## src/rtl/short_locator.sv

```systemverilog
module short_locator #(
  parameter int N = 8,
  localparam int M = N * N,
  localparam int EMAX = N * (N - 1) / 2,
  localparam int CW = $clog2(EMAX + 1)
) (
  input  logic          clk,
  input  logic          rst_n,
  input  logic          start_i,
  input  logic [M-1:0]  adj_i,
  input  logic          resp_valid_i,
  input  logic [N-1:0]  resp_i,
  input  logic          finish_i,
  output logic          done_o,
  output logic [M-1:0]  short_mat_o,
  output logic [CW-1:0] short_cnt_o
);

  logic          run_q;
  logic [M-1:0]  sus_q, sus_nx, load_v, mir_v;
  logic [CW-1:0] pop_v;

  always_comb begin
    load_v = '0;
    sus_nx = sus_q;
    mir_v  = '0;
    for (int i = 0; i < N; i++)
      for (int j = i + 1; j < N; j++) begin
        load_v[i*N+j] = adj_i[i*N+j] | adj_i[j*N+i];
        if (resp_valid_i && (resp_i[i] != resp_i[j]))
          sus_nx[i*N+j] = 1'b0;
        mir_v[i*N+j] = sus_nx[i*N+j];
        mir_v[j*N+i] = sus_nx[i*N+j];
      end
  end

  always_comb begin
    pop_v = '0;
    for (int k = 0; k < M; k++)
      pop_v = pop_v + CW'(sus_nx[k]);
  end

  always_ff @(posedge clk or negedge rst_n) begin
    if (!rst_n) begin
      run_q       <= 1'b0;
      sus_q       <= '0;
      done_o      <= 1'b0;
      short_mat_o <= '0;
      short_cnt_o <= '0;
    end else begin
      done_o <= 1'b0;
      if (start_i) begin
        run_q       <= 1'b1;
        sus_q       <= load_v;
        short_mat_o <= '0;
        short_cnt_o <= '0;
      end else if (run_q) begin
        sus_q <= sus_nx;
        if (finish_i) begin
          run_q       <= 1'b0;
          done_o      <= 1'b1;
          short_mat_o <= mir_v;
          short_cnt_o <= pop_v;
        end
      end
    end
  end

  a_r4_no_revive: assert property (@(posedge clk) disable iff (!rst_n)
    !start_i |=> ((sus_q & ~$past(sus_q)) == '0));

  a_r4_equal_keeps: assert property (@(posedge clk) disable iff (!rst_n)
    (!start_i && (!resp_valid_i || resp_i == '0 || resp_i == '1)) |=> $stable(sus_q));

  a_r7_idle_frozen: assert property (@(posedge clk) disable iff (!rst_n)
    (!run_q && !start_i) |=> ($stable(sus_q) && !done_o));

  a_r5_single_pulse: assert property (@(posedge clk) disable iff (!rst_n)
    done_o |=> !done_o);

  a_r6_report_held: assert property (@(posedge clk) disable iff (!rst_n)
    (!start_i && !(run_q && finish_i)) |=> ($stable(short_mat_o) && $stable(short_cnt_o)));

  a_r5_count_bound: assert property (@(posedge clk) disable iff (!rst_n)
    done_o |-> (int'(short_cnt_o) <= EMAX));

endmodule

```

## config.mk

```make
export PLATFORM = sky130hd
export DESIGN_NAME = short_locator
export DESIGN_NICKNAME = d
export VERILOG_FILES = /design/src/rtl/short_locator.sv
export SDC_FILE = /design/constraint.sdc
export NUM_CORES = 1
export LEC_CHECK = 0
export BUFFER_PORTS_ARGS = -buffer_cell sky130_fd_sc_hd__buf_2
export CAP_MARGIN = 20
export CORE_MARGIN = 2
export CORE_UTILIZATION = 55
export DETAILED_ROUTE_END_ITERATION = 8
export PLACE_DENSITY_LB_ADDON = 0.1
export SLEW_MARGIN = 20
export SYNTH_ARGS = -nofsm -noshare
export SYNTH_HDL_FRONTEND = slang
export SYNTH_SLANG_ARGS = --single-unit
```

## constraint.sdc

```tcl
create_clock -name clk -period 10.4 [get_ports clk]
set_input_delay 0.52 -clock clk [delete_from_list [all_inputs] [get_ports clk]]
set_output_delay 0.52 -clock clk [all_outputs]
set_load 0.05 [all_outputs]
```

# Word level (Yosys, flattened, before mapping)
# Cells that the tools add are included.
# totals
reg_bits	135
# op_classes
add_sub_neg	63
n_eq_ne	28
mux	42
n_bitwise	28
reduce_logical	31
# op_table
cell	n
$add A5 B1 Y5	59
$mux W64	4
$mux W56	1
$mux W1	34
$logic_and A1 B1 Y1	28
$ne A1 B1 Y1	28
$or A1 B1 Y1	28
$mux W5	3
$add A4 B1 Y5	1
$add A3 B1 Y4	1
$reduce_bool A2 Y1	2
$add A2 B1 Y3	1
$add A1 B1 Y2	1
$reduce_and A2 Y1	1

# Logic depth before layout (Yosys ltp)
# logic_depth
word_depth	69
depth_mapped	23

# Least setup slack after synthesis
# No wires, ideal clock.
# synth_path
path_kind	input -> register
from	input resp_valid_i
to	register short_cnt_o[4]
setup_ns	0.125
arrival_time_ns	5.393
setup_slack_ns	4.882
path_stages	21
path_buffers	2
path_cell_list	inv_1 buf_2 buf_2 o21ai_0 fa_1 inv_1 fa_1 ha_1 inv_1 fa_1 fa_1 inv_1 fa_1 fa_1 inv_1 fa_1 inv_1 ha_1 a21oi_1 a211o_1 nand3_1
# synth_via
elab_chain_len	68
word_cells_on_any_way	122
cone_classes	add/sub: 63; mux: 31; reduce/logical: 28
# synth_lines
item	line	text
from (decl)	11	input logic resp_valid_i,
$logic_and A1 B1 Y1	30	if (resp_valid_i && (resp_i[i] != resp_i[j]))
$mux W1	30	
$add A1 B1 Y2	40	pop_v = pop_v + CW'(sus_nx[k]);
$add A2 B1 Y3	40	
$add A3 B1 Y4	40	
$add A4 B1 Y5	40	
$add A5 B1 Y5 (50 in a row)	40	
$add A5 B1 Y5 * (9 in a row)	40	
$mux W5 *	59	if (finish_i) begin
$mux W5 *	57	end else if (run_q) begin
$mux W5 *	52	if (start_i) begin
to (signal assigned)	63	short_cnt_o <= pop_v;
to (decl)	16	output logic [CW-1:0] short_cnt_o
# Every way passes the cells marked *; elsewhere a longest branch is shown, timed or not. The select of a mux whose other input is x is not followed.
# A chain may end at the register's enable or synchronous reset.

# Worst setup path in the final report
# Ends and elaborated chain as after synthesis.

==> qor_table.md <==
| Metric | Reported |
| --- | --- |
| Compound-cell area share of the yosys netlist | 14.3% |
| Synth warn | 0 |
| Cells after Synth | 424 |
| Top area cells in the synthesized netlist | dfrtp_1, fa_1, buf_4 |
| Clock slew at the register clock pins of the worst setup and hold paths | 0.07 ns |
| Post-route design area | 4990 um^2 |
| Ratio of final minimum period to clock period | 55.7% |
| Synth Area per Inst | 10.3 um^2 |
| Max-cap violations | 0 |
| Die extent in x | 93.1 um |
| Outcome | completed |
| Setup Fix Bufs, Post-CTS | 0 |
| Maximum number of pins on one net before global-route repair | 64 |
| Type of the tightest min-delay check | primary input to asynchronous set/reset pin |
| Filler Cells Inserted | 667 |
| Library cell used as clock root buffer | clkbuf_8 |
| Total Routing Usage GR | 23.0% |
| Internal power | 911 uW |
| Worst Setup End Kind | register |
| Count of TritonRoute iterations in the first routing pass | 4 |
| Slowest cell on crit path | fa_1 |
| Share of Yosys cell area claimed by the top area cell type | 36.1% |
| Achievable frequency | 173 MHz |
| PD cells | 344 nW/um^2 |
| Leftover overflow at the end of global routing | 0 |
| Delay of the slowest cell on the worst path | 0.61 ns |
| Cell area after placement | 4800 um^2 |
| Clock tree from TritonCTS | done |
| Core area | 7690 um^2 |
| Number of max-slew violations in the final report | 0 |
| Number of setup violations in the final report | 0 |
| Peak supply drop | 0.000392 V |
| Initial standard-cell utilization of the core | 56.7% |
| DR WL/cell | 15.1 um |
| Most Frequent Cell on Critical Path | fa_1 |
| Distinct cells, synth | 30 |
| Share of post-route cells with drive strength above 1 | 28.8% |
| Cell type contributing the most total cell area after synthesis | dfrtp_1 |
| I/O pin count | 147 |
| Final ANT Viol Nets | 0 |
| TNS Setup | 0 ns |
| Worst-case clock buffer depth | 2 |
| Comb pwr share | 70.6% |
| Count of hold buffers inserted by post-cts repair | 0 |
| Number of clock sinks seen by CTS | 63 |
| Initial antenna violation count | 0 |
| Worst Setup Path Type | primary input to register |
| Sequential-to-total area share from yosys stat | 36.1% |
| Global-route wire length before repair | 15,100 um |
| Worst Path Max Fanout | 56 |
| IO Port Bufs | 130 |
| Synthesis-stage register bit count | 63 |
| Number of design-rule violations left by the first detailed-router iteration | 127 |
| Maximum level of the CTS H-tree | 3 |
| Detailed-route via count | 3,200 |
| Die boundary height | 93.1 um |
| CTS buffer count | 9 |
| Share of power burned in the clock network | 12.6% |
| Total leakage power | 0.00262 uW |
| Post-cts gate resize count | 0 |
| Crit path arrival time | 6.02 ns |
| Crit path cell chain | buf_2, inv_1, buf_4, o21ai_0, fa_1, inv_1, fa_1, ha_1, inv_1, fa_1, fa_1, inv_1, fa_1, fa_1, inv_1, fa_1, inv_1, ha_1, a21oi_1, a211o_1, nand3_1 |
| XOR/XNOR Fraction of Synth Area | 6.74% |
| Slew @ Worst Pin | 0.933 ns |
| Post-DR vias/cell | 5.11 |
| Combinational family with the most area after synthesis | adder cells |
| Area delta synth->final | 14.5% |
| Number of endpoints with negative hold slack in the final report | 0 |
| Final HPWL from detailed placement | 6930 um |
| Last weighted congestion value of the routability-driven placer | 0.799 |
| Min Tclk post-route | 5.79 ns |
| Setup repair after global routing missed its margin | no |
| Leading cell types in the layout, fill and taps excluded | buf_2, dfrtp_1, inv_1 |
| Kind of start point of the critical path | primary input |
| Diodes inserted | 0 |
| Vias in the first global route | 3,066 |
| Most common cell after layout, fill and taps aside | buf_2 |
| Post-Route WL | 9440 um |
| Switching Fraction | 47.0% |
| Basic-gate share of the synthesized area counting and, or, nand and nor cells | 5.02% |
| Synthesized cell area | 4360 um^2 |
| Share of synthesized cell area in full adder, half adder and majority cells | 17.9% |
| Required time at the endpoint of the critical path | 10.63 ns |
| Max Clock Skew | 0.00854 ns |
| Clock network latency to the later pin of the worst-skew pair | 0.34 ns |
| Share of power burned in registers | 16.9% |
| Relative slew slack | 37.8% |
| Multiplexer share of the synthesized area | 6.43% |
| Switch Pwr | 808 uW |
| Total Nets Final | 645 |
| Core Rows | 32 |
| DRC violations left | 0 |
| Die area | 8660 um^2 |
stage by stage:
stage	setup slack, ns	util (%)	cells	hold WS [ns]	power (uW)
5_1_grt	4.30	65.0	626	0.397	1920
3_3_place_gp	4.35	62.4	611	0.463	1460
6_report	4.61	65.0	626	0.330	1720
2_1_floorplan	4.88	-	437	0.224	1280
3_5_place_dp	4.28	62.4	611	0.481	1500
4_1_cts	4.62	65.0	626	0.372	1740
flip-flops by register name, indices dropped and copies added (netlist names):
signal	count
sus_q	28
short_mat_o	28
done_o	1
run_q	1
short_cnt_o	5
worst max-delay path: cells and delay by family:
family | cells | cell delay (ns)
compound gates | 3 | 0.66
buf+inv | 8 | 0.80
simple gates | 1 | 0.07
fa+ha+maj | 9 | 3.92
cell type report:
type | count | area, um^2 | area share [%]
timing repair buffer | 133 | 673 | 13.5
sequential | 63 | 1580 | 31.6
multi-input combinational | 269 | 2250 | 45.2
tap | 102 | 128 | 2.56
clock buffer | 11 | 141 | 2.83
inverter | 44 | 165 | 3.31
clock inverter | 4 | 55.1 | 1.10
worst paths after layout:
check | start | end | slack [ns] | depth (start not counted)
max in group asynchronous | rst_n | sus_q[22] | 9.51 | 2
worst max register to register | sus_q[21] | short_cnt_o[4] | 5.14 | 20
worst min register to register | short_cnt_o[3] | short_cnt_o[3] | 0.48 | 2
worst max-delay path | resp_valid_i | short_cnt_o[4] | 4.61 | 21
min in group clk | adj_i[19] | sus_q[19] | 0.43 | 3
worst min-delay path | rst_n | short_cnt_o[3] | 0.33 | 2
power groups by stage:
stage	Combinational, uW	Clock [uW]	Sequential [uW]
3_3_place_gp	1170	0	293
2_1_floorplan	946	0	338
6_report	1210	216	290
3_5_place_dp	1200	0	295
4_1_cts	1230	221	290
5_1_grt	1390	232	294
logic make-up after synthesis:
group / Yosys count
simple gates: 54
other cells: 2
mux: 28
xor+xnor: 32
fa+ha+maj: 48
flops: 63
buf+inv: 105
compound gates: 92
per-layer routing:
layer / vias up / GRT usage [%] / wire [um]
li1: 1542 / - / -
met5: - / 0 / 0
met2: 121 / 37.0 / 4370
met3: 19 / 4.03 / 569
met4: 0 / 9.68 / 214
met1: 1518 / 31.0 / 4280
Yosys cell counts:
cell type  number
a21oi_2         1
o21ai_0        31
a21o_1          1
inv_1          42
xnor2_1        30
nand2_1        20
inv_2           2
nand4b_1        1
conb_1          2
ha_1           24
dfrtp_1        63
xnor3_1         1
o21a_1         12
nand3_1         2
o21ai_1         3
nand3b_1        1
buf_4          45
and2_1          1
o31ai_1        28
mux2i_1        28
a32o_1          1
xor2_1          1
fa_1           24
a21oi_1         1
buf_2          13
or2_2           1
clkbuf_1        3
a22o_1         13
nor2_1         28
a211o_1         1
Note: power is estimated with default switching activity, not from simulation.
